[src/rtl/mbox_pkg.sv]
package mbox_pkg;
  localparam int ADDR_W    = 17;
  localparam int WORD_W    = 32;
  localparam int NUM_WORDS = 16;
  localparam int IDX_W     = $clog2(NUM_WORDS);
  localparam int BLOCK_W   = WORD_W * NUM_WORDS;
  localparam int WIN_LSB   = IDX_W + 2;

  localparam logic [ADDR_W-1:0] CMD_BASE    = 17'h10000;
  localparam logic [ADDR_W-1:0] RSP_BASE    = 17'h10040;
  localparam logic [ADDR_W-1:0] CTRL_ADDR   = 17'h00200;
  localparam logic [ADDR_W-1:0] COUNT_ADDR  = 17'h00100;
  localparam logic [ADDR_W-1:0] OFFSET_ADDR = 17'h00104;
  localparam logic [ADDR_W-1:0] STRIDE_ADDR = 17'h00108;

  typedef enum logic [2:0] {
    REG_NONE, REG_COUNT, REG_OFFSET, REG_STRIDE, REG_CTRL, REG_CMD, REG_RSP
  } regSel_t;

  typedef struct packed {
    logic             cmdWr;
    logic [IDX_W-1:0] wordIdx;
    logic             rspLoad;
  } mboxStrobe_t;

  function automatic regSel_t decodeAddr(input logic [ADDR_W-1:0] a);
    regSel_t sel;
    sel = REG_NONE;
    if (a[1:0] == 2'b00) begin
      if (a[ADDR_W-1:WIN_LSB] == CMD_BASE[ADDR_W-1:WIN_LSB])      sel = REG_CMD;
      else if (a[ADDR_W-1:WIN_LSB] == RSP_BASE[ADDR_W-1:WIN_LSB]) sel = REG_RSP;
      else if (a == CTRL_ADDR)   sel = REG_CTRL;
      else if (a == COUNT_ADDR)  sel = REG_COUNT;
      else if (a == OFFSET_ADDR) sel = REG_OFFSET;
      else if (a == STRIDE_ADDR) sel = REG_STRIDE;
    end
    return sel;
  endfunction
endpackage

[src/rtl/mbox_ctrl.sv]
module mbox_ctrl
  import mbox_pkg::*;
(
  input  logic              clk,
  input  logic              rstN,
  input  logic              hostWrEn,
  input  logic [ADDR_W-1:0] hostAddr,
  input  logic [WORD_W-1:0] hostWrData,
  input  logic              cmdReady,
  input  logic              rspValid,
  output logic              busy,
  output logic              cmdValid,
  output logic              rspReady,
  output mboxStrobe_t       strobe
);
  typedef enum logic [1:0] {ST_IDLE, ST_SEND, ST_WAIT} state_t;

  state_t  state;
  regSel_t wrSel;
  logic    startReq;

  always_comb begin
    wrSel          = decodeAddr(hostAddr);
    startReq       = hostWrEn && (wrSel == REG_CTRL) && hostWrData[0] && (state == ST_IDLE);
    strobe.cmdWr   = hostWrEn && (wrSel == REG_CMD) && (state == ST_IDLE);
    strobe.wordIdx = hostAddr[WIN_LSB-1:2];
    strobe.rspLoad = (state == ST_WAIT) && rspValid;
  end

  always_ff @(posedge clk or negedge rstN) begin
    if (!rstN) begin
      state <= ST_IDLE;
    end else begin
      case (state)
        ST_IDLE: if (startReq) state <= ST_SEND;
        ST_SEND: if (cmdReady) state <= ST_WAIT;
        ST_WAIT: if (rspValid) state <= ST_IDLE;
        default: state <= ST_IDLE;
      endcase
    end
  end

  assign busy     = (state != ST_IDLE);
  assign cmdValid = (state == ST_SEND);
  assign rspReady = (state == ST_WAIT);
endmodule

[src/rtl/mbox_datapath.sv]
module mbox_datapath
  import mbox_pkg::*;
#(
  parameter logic [WORD_W-1:0] PORT_COUNT  = 32'd1,
  parameter logic [WORD_W-1:0] PORT_OFFSET = 32'h1000,
  parameter logic [WORD_W-1:0] PORT_STRIDE = 32'h1000
) (
  input  logic               clk,
  input  logic               rstN,
  input  mboxStrobe_t        strobe,
  input  logic               hostRdEn,
  input  logic [ADDR_W-1:0]  hostAddr,
  input  logic [WORD_W-1:0]  hostWrData,
  input  logic               busy,
  input  logic [BLOCK_W-1:0] rspData,
  output logic [BLOCK_W-1:0] cmdData,
  output logic [WORD_W-1:0]  hostRdData
);
  logic [NUM_WORDS-1:0][WORD_W-1:0] cmdMem;
  logic [NUM_WORDS-1:0][WORD_W-1:0] rspMem;
  logic [IDX_W-1:0]                 rdIdx;

  assign rdIdx   = hostAddr[WIN_LSB-1:2];
  assign cmdData = cmdMem;

  for (genvar w = 0; w < NUM_WORDS; w++) begin : g_word
    always_ff @(posedge clk or negedge rstN) begin
      if (!rstN) begin
        cmdMem[w] <= '0;
        rspMem[w] <= '0;
      end else begin
        if (strobe.cmdWr && (strobe.wordIdx == IDX_W'(w))) cmdMem[w] <= hostWrData;
        if (strobe.rspLoad) rspMem[w] <= rspData[w*WORD_W +: WORD_W];
      end
    end
  end

  always_ff @(posedge clk or negedge rstN) begin
    if (!rstN) begin
      hostRdData <= '0;
    end else if (hostRdEn) begin
      case (decodeAddr(hostAddr))
        REG_COUNT:  hostRdData <= PORT_COUNT;
        REG_OFFSET: hostRdData <= PORT_OFFSET;
        REG_STRIDE: hostRdData <= PORT_STRIDE;
        REG_CTRL:   hostRdData <= {{(WORD_W-1){1'b0}}, busy};
        REG_CMD:    hostRdData <= cmdMem[rdIdx];
        REG_RSP:    hostRdData <= rspMem[rdIdx];
        default:    hostRdData <= '0;
      endcase
    end
  end
endmodule

[src/rtl/cmd_mailbox.sv]
module cmd_mailbox
  import mbox_pkg::*;
#(
  parameter logic [WORD_W-1:0] PORT_COUNT  = 32'd1,
  parameter logic [WORD_W-1:0] PORT_OFFSET = 32'h1000,
  parameter logic [WORD_W-1:0] PORT_STRIDE = 32'h1000
) (
  input  logic               clk,
  input  logic               rstN,
  input  logic               hostWrEn,
  input  logic               hostRdEn,
  input  logic [ADDR_W-1:0]  hostAddr,
  input  logic [WORD_W-1:0]  hostWrData,
  output logic [WORD_W-1:0]  hostRdData,
  output logic               cmdValid,
  input  logic               cmdReady,
  output logic [BLOCK_W-1:0] cmdData,
  input  logic               rspValid,
  output logic               rspReady,
  input  logic [BLOCK_W-1:0] rspData
);
  mboxStrobe_t strobe;
  logic        busy;

  mbox_ctrl u_ctrl (
    .clk(clk), .rstN(rstN), .hostWrEn(hostWrEn), .hostAddr(hostAddr),
    .hostWrData(hostWrData), .cmdReady(cmdReady), .rspValid(rspValid),
    .busy(busy), .cmdValid(cmdValid), .rspReady(rspReady), .strobe(strobe)
  );

  mbox_datapath #(
    .PORT_COUNT(PORT_COUNT), .PORT_OFFSET(PORT_OFFSET), .PORT_STRIDE(PORT_STRIDE)
  ) u_dp (
    .clk(clk), .rstN(rstN), .strobe(strobe), .hostRdEn(hostRdEn),
    .hostAddr(hostAddr), .hostWrData(hostWrData), .busy(busy),
    .rspData(rspData), .cmdData(cmdData), .hostRdData(hostRdData)
  );
endmodule

[config.mk]
export PLATFORM = sky130hd
export DESIGN_NAME = cmd_mailbox
export DESIGN_NICKNAME = d
export VERILOG_FILES = /design/src/rtl/mbox_pkg.sv /design/src/rtl/mbox_ctrl.sv /design/src/rtl/mbox_datapath.sv /design/src/rtl/cmd_mailbox.sv
export SDC_FILE = /design/constraint.sdc
export NUM_CORES = 2
export LEC_CHECK = 0
export BUFFER_PORTS_ARGS = -buffer_cell sky130_fd_sc_hd__buf_2
export CAP_MARGIN = 20
export CORE_AREA = 2 2 436 438
export CTS_CLUSTER_DIAMETER = 100
export DETAILED_ROUTE_END_ITERATION = 7
export DIE_AREA = 0 0 438 440
export GPL_TIMING_DRIVEN = 1
export PLACE_DENSITY = 0.46
export SYNTH_ARGS = -nofsm -noshare
export SYNTH_HDL_FRONTEND = slang
export SYNTH_SLANG_ARGS = --single-unit
[constraint.sdc]
create_clock -name clk -period 6.87 [get_ports clk]
set_input_delay 0 -clock clk [delete_from_list [all_inputs] [get_ports clk]]
set_output_delay 0 -clock clk [all_outputs]
set_load 0.005 [all_outputs]
* After elaboration in Yosys (flattened, before gate mapping)
Cells that the tools add are included.
** Operators by class
- Divide/modulo/power cells :: 0
- $mul :: 0
- Reduce and logical (&&, ||, !) cells :: 28
- Order comparisons :: 1
- Bitwise logic cells :: 0
- Equality and inequality tests :: 34
- Shift-type cells :: 0
- Mux-type cells :: 17
- Add/subtract/negate cells :: 0
** Operator list (number)
- $bmux 32 s4 :: 2
- $pmux 32 s5 :: 1
- $mux 32 :: 2
- $eq 17x9->1 const B :: 3
- $eq 4x4->1 const B :: 8
- $eq 11x11->1 const B :: 2
- $logic_and 1x1->1 :: 22
- $mux 3 :: 7
- $eq 17x10->1 const B :: 1
- $eq 4x3->1 const B :: 4
- $eq 3x3->1 const B :: 5
- $eq 4x2->1 const B :: 2
- $mux 2 :: 4
- $eq 3x2->1 const B :: 2
- $pmux 2 s3 :: 1
- $lt 4x5->1 const B :: 1
- $eq 4x1->1 const B :: 1
- $logic_not 2->1 :: 2
- $logic_not 4->1 :: 1
- $ne 2x1->1 const B :: 2
- $eq 3x1->1 const B :: 1
- $reduce_and 3->1 :: 1
- $eq 2x1->1 const B :: 1
- $eq 2x2->1 const B :: 1
- other kinds (3) :: 3
** Word-level totals
- Memories kept :: 0
- Latch bits :: 0
- Bits of input ports :: 567
- Memory bits (read-only) :: 0
- Memory bits (writable) :: 0
- Output and inout bits :: 546
- Register bits after elaboration :: 1058
- Word-level logic and storage cells :: 114

* Depth between registers and ports, before layout
- Depth after elaboration :: 14
- Mapped depth :: 8

* Hierarchy
A second synthesis with hierarchy kept.
** Second synthesis, totals
- Cell total of the unflattened synthesis :: 2929
- Area total of the unflattened synthesis :: 47077.7 um2
** Modules (own cells, without submodules)
- mbox_datapath :: instances 1, cells an instance 2906, area an instance 46854.9 um2
- mbox_ctrl :: instances 1, cells an instance 23, area an instance 222.7 um2

* Worst setup path after synthesis
No wires, ideal clock.
- Kind :: register to register
- From :: register u_ctrl.state[1]
- To :: register u_dp.cmdMem (netlist bit u_dp.cmdData[353])
- Slack :: 4.540 ns
- Period minus slack after synthesis :: 2.330 ns
- Path buffers :: 1
- Arrival time :: 2.205 ns
- Data required time :: 6.745 ns
- Stages on the path, launching flop included :: 7
- Cells stage by stage :: dfrtp_1 -> or4_1 -> nor4_4 -> nand3_2 -> nor3_2 -> buf_2 -> mux2_2
** On the way
- Word-level cells in the longest chain between the ends :: 3
** RTL lines
- start: declaration :: line mbox_ctrl.sv:18 : state_t state;
- start signal: assignment :: line mbox_ctrl.sv:32 : state <= ST_IDLE;
- start signal: assignment :: line mbox_ctrl.sv:35 : ST_IDLE: if (startReq) state <= ST_SEND;
- start signal: assignment :: line mbox_ctrl.sv:36 : ST_SEND: if (cmdReady) state <= ST_WAIT;
- $logic_not 2->1 :: line mbox_ctrl.sv:25 : strobe.cmdWr = hostWrEn && (wrSel == REG_CMD) && (state == ST_IDLE);
- $logic_and 1x1->1 :: line mbox_ctrl.sv:25
- $logic_and 1x1->1 :: line mbox_datapath.sv:32 : if (strobe.cmdWr && (strobe.wordIdx == IDX_W'(w))) cmdMem[w] <= hostWrData;
- end signal: indexed assignment :: line mbox_datapath.sv:32
- end: declaration :: line mbox_datapath.sv:19 : logic [NUM_WORDS-1:0][WORD_W-1:0] cmdMem;
No other way between the ends.
A chain may end at the register's enable or synchronous reset.

* Worst setup path in the final report
- From :: register u_ctrl.state[1]
- To :: register u_dp.cmdMem (netlist bit u_dp.cmdData[469])
The elaborated chain is that of the path after synthesis.

==> impl_results.md <==
* Status: finished clean
* Power, Total at 0.0147 W
* CP max FO at 23
* Crit path DAT at 4.10 ns
* H-tree levels at 4
* Endpoints failing setup at 0
* Post-synth EDFFs at 0
* Root Buffer: sky130_fd_sc_hd__clkbuf_16
* Final Skew at 0.0463 ns
* Sum of net half-perimeters after detailed placement at 155000 um
* Floorplan Core Area at 0.189 mm2
* Synthesized Nets at 3423
* Clock-pin slew on the worst setup and hold paths at 0.06 ns
* Initial drt markers at 2108
* Die Y-Extent at 440 um
* Total I/O pin count at 1113
* Clock tree buffer depth at 3
* Total iterations of the first detailed-routing run at 5
* Layout cells sized above 1 at 51.6%
* Clock sink total at 1058
* Initial antenna violation count at 30
* Type of the worst setup path: flop to flop
* TritonCTS clock tree: done
* Power Density at 208 mW/mm2
* Type of element launching the critical path: flop
* Per-instance average area after synthesis at 16.6 um2
* Kind of end point of the critical path: flop
* GRT Residual Overflow at 0
* Residual DRC count at 0
* Clock buffers created by TritonCTS at 135
* Filler Cells Inserted at 18200
* Number of nets still failing antenna checks after routing at 0
* Area growth from synthesis to layout at 49.2%
* Sequential share of the synthesized area at 55.8%
* Die outline area at 0.193 mm2
* Yosys cell types at 45
* Largest net degree at the start of global routing at 166
* Slew at the pin with the worst max-slew slack at 1.16 ns
* Flop and latch count out of synthesis at 1058
* Synthesized netlist cell count at 2856
* Maximum Capacitance Violations at 0
* Final count of pins violating max slew at 0
* Cell area after synthesis at 0.0474 mm2
* Primary flip-flop cell chosen by synthesis mapping: sky130_fd_sc_hd__dfrtp_1
* Via total after detailed routing at 35800
* Async SR Flop Fraction at 100%
* Worst Hold Slack at 0.0573 ns
* WHS Path Cells at 3
* Count of standard-cell rows at 160
* Count of cells along the worst register-to-register path at 6
* Standby leakage power at 35.8 nW
* Shortest period the worst path allows at 3.44 ns
* Highest attainable clock frequency at 290 MHz
* Wire length of the first global-routing pass at 305000 um
* Headroom to the max-slew limit at 22.6%
* # port buffers at 1112
* Required time worst endpoint at 7.52 ns
* Number of vias per cell after detailed routing at 4.70
* Floorplan die width at 438 um
* Placer Congestion at 0.855
* Count of nets after finishing at 5527
* Unrepaired setup endpoints after global routing: false
* Final period util at 50.1%
* Number of global-route vias before repair at 38300
* Clk Latency, worst-skew pair at 0.81 ns
* Routed wire per std cell at 29.0 um
* Total negative setup slack at 0 ns
* Total GRT Usage at 22.4%
* Number of gates resized after CTS at 0
* Class of the tightest hold or removal check: input port to flop
* Yosys warns at 0
* Initial cell density of the core at 25.1%
* Highest ir drop seen on vdd at 0.208 mV
* Final routed wirelength across all metal layers at 221000 um
* Number of hold violations in the final report at 0
## state kept, by name, indices dropped and copies added (netlist names)
register,cells
u_ctrl.state,2
u_dp.cmdData,512
u_dp.hostRdData,32
u_dp.rspMem,512
## through the flow
step	area, um2	setup slack [ns]	util, %	instances
floorplan	47400	4.54	-	2856
global placement	55800	2.56	29.6	6307
detailed placement	55800	2.57	29.6	6307
CTS	70700	3.38	37.5	7574
global route	70700	3.27	37.5	7593
finish	70800	3.43	37.5	7604
## cells in the mapped netlist, types with 3 or more instances
master,count,area (um2)
sky130_fd_sc_hd__a211o_1,30,263
sky130_fd_sc_hd__nand4_1,4,25.0
sky130_fd_sc_hd__mux2_1,108,1220
sky130_fd_sc_hd__buf_4,3,22.5
sky130_fd_sc_hd__a22oi_1,66,495
sky130_fd_sc_hd__nand2_1,12,45.0
sky130_fd_sc_hd__buf_1,30,113
sky130_fd_sc_hd__nand2b_1,5,31.3
sky130_fd_sc_hd__buf_6,6,67.6
sky130_fd_sc_hd__clkbuf_1,135,507
sky130_fd_sc_hd__nor2_1,8,30.0
sky130_fd_sc_hd__or3_1,6,37.5
sky130_fd_sc_hd__nor2b_1,38,238
sky130_fd_sc_hd__nor3_2,6,60.1
sky130_fd_sc_hd__mux2i_1,8,80.1
sky130_fd_sc_hd__a31oi_1,4,25.0
sky130_fd_sc_hd__mux2_4,60,901
sky130_fd_sc_hd__inv_1,5,18.8
sky130_fd_sc_hd__mux4_2,282,6350
sky130_fd_sc_hd__buf_2,56,280
sky130_fd_sc_hd__mux2_2,856,9640
sky130_fd_sc_hd__dfrtp_1,1058,26500
sky130_fd_sc_hd__or4_1,5,37.5
sky130_fd_sc_hd__a22o_1,3,26.3
sky130_fd_sc_hd__a21oi_1,35,175
sky130_fd_sc_hd__nor4_4,3,63.8
sky130_fd_sc_hd__nor4_2,3,37.5
## routing by layer
metal  routed length, um  GRT usage, %  up-vias
met5                  45             0        -
met1               84600          26.1    19100
li1                    -             -    15100
met4                9960          9.66        8
met3               13600          5.62      345
met2              113000          39.0     1258
## critical path: stages (launching register included)
cell,delay [ns]
sky130_fd_sc_hd__dfrtp_1,0.44
sky130_fd_sc_hd__or4_1,0.55
sky130_fd_sc_hd__nor4_4,0.21
sky130_fd_sc_hd__nand3_2,0.31
sky130_fd_sc_hd__nor4_4,0.80
sky130_fd_sc_hd__buf_4,0.53
sky130_fd_sc_hd__mux2_2,0.40
## cell type report
class	instances	area (um2)	share of cell area, %
flip-flops and latches	1058	26500	37.4
multi-input cells	1562	20100	28.3
repair buffers	2197	16400	23.2
clock buffers	195	3910	5.53
well taps	2511	3140	4.44
clock inverters	45	632	0.893
diodes	30	75.1	0.106
inverters	6	22.5	0.0318
## where the power goes
part	switching (W)	internal, W
sequential	0.000000783	0.00623
clock	0.00307	0.00425
combinational	0.000536	0.000592
## cell families after synthesis
family | after synthesis | synth area share, %
compound gates | 145 | 2.19
xor+xnor | 1 | 0.0185
buf+inv | 236 | 2.13
flops | 1058 | 55.8
mux | 1314 | 38.4
simple gates | 102 | 1.46
## cell usage in the layout (no fill, tap or decap), types with 4 or more instances in the layout
cell type and count:
sky130_fd_sc_hd__a211o_1 30, sky130_fd_sc_hd__a21oi_1 35, sky130_fd_sc_hd__a22oi_1 66, sky130_fd_sc_hd__a31oi_1 4, sky130_fd_sc_hd__buf_12 9, sky130_fd_sc_hd__buf_2 1109
sky130_fd_sc_hd__buf_4 49, sky130_fd_sc_hd__bufinv_16 6, sky130_fd_sc_hd__clkbuf_1 29, sky130_fd_sc_hd__clkbuf_16 135, sky130_fd_sc_hd__clkbuf_8 31, sky130_fd_sc_hd__clkinv_16 4
sky130_fd_sc_hd__clkinv_2 18, sky130_fd_sc_hd__dfrtp_1 1058, sky130_fd_sc_hd__diode_2 30, sky130_fd_sc_hd__dlygate4sd3_1 1026, sky130_fd_sc_hd__inv_1 5, sky130_fd_sc_hd__inv_16 6
sky130_fd_sc_hd__inv_6 4, sky130_fd_sc_hd__mux2_1 108, sky130_fd_sc_hd__mux2_2 856, sky130_fd_sc_hd__mux2_4 60, sky130_fd_sc_hd__mux2i_1 8, sky130_fd_sc_hd__mux4_2 282
sky130_fd_sc_hd__nand2_1 5, sky130_fd_sc_hd__nand2_2 6, sky130_fd_sc_hd__nand2b_1 5, sky130_fd_sc_hd__nand4_1 4, sky130_fd_sc_hd__nor2_1 7, sky130_fd_sc_hd__nor2b_1 36
sky130_fd_sc_hd__nor3_4 6, sky130_fd_sc_hd__or3_1 4, sky130_fd_sc_hd__or4_1 5
## path summary, 6_finish.rpt
path / start / endpoint / slack [ns]
max: u_ctrl.state[1] / u_dp.cmdData[469] / 3.43
min: rspData[224] / u_dp.rspMem[224] / 0.06
max reg2reg: u_ctrl.state[1] / u_dp.cmdData[469] / 3.43
min reg2reg: u_dp.hostRdData[30] / u_dp.hostRdData[30] / 0.48
max in group asynchronous: rstN / u_dp.rspMem[431] / 5.04
min in group asynchronous: rstN / u_dp.cmdData[43] / 0.48
## repair_timing
item                                    4_1_cts  5_1_grt
hold endpoints to repair                   1197        0
endpoints found under the setup margin        0        0
buffers inserted                              0        0
hold buffers                               1027        0
Note: power is estimated with default switching activity, not from simulation.
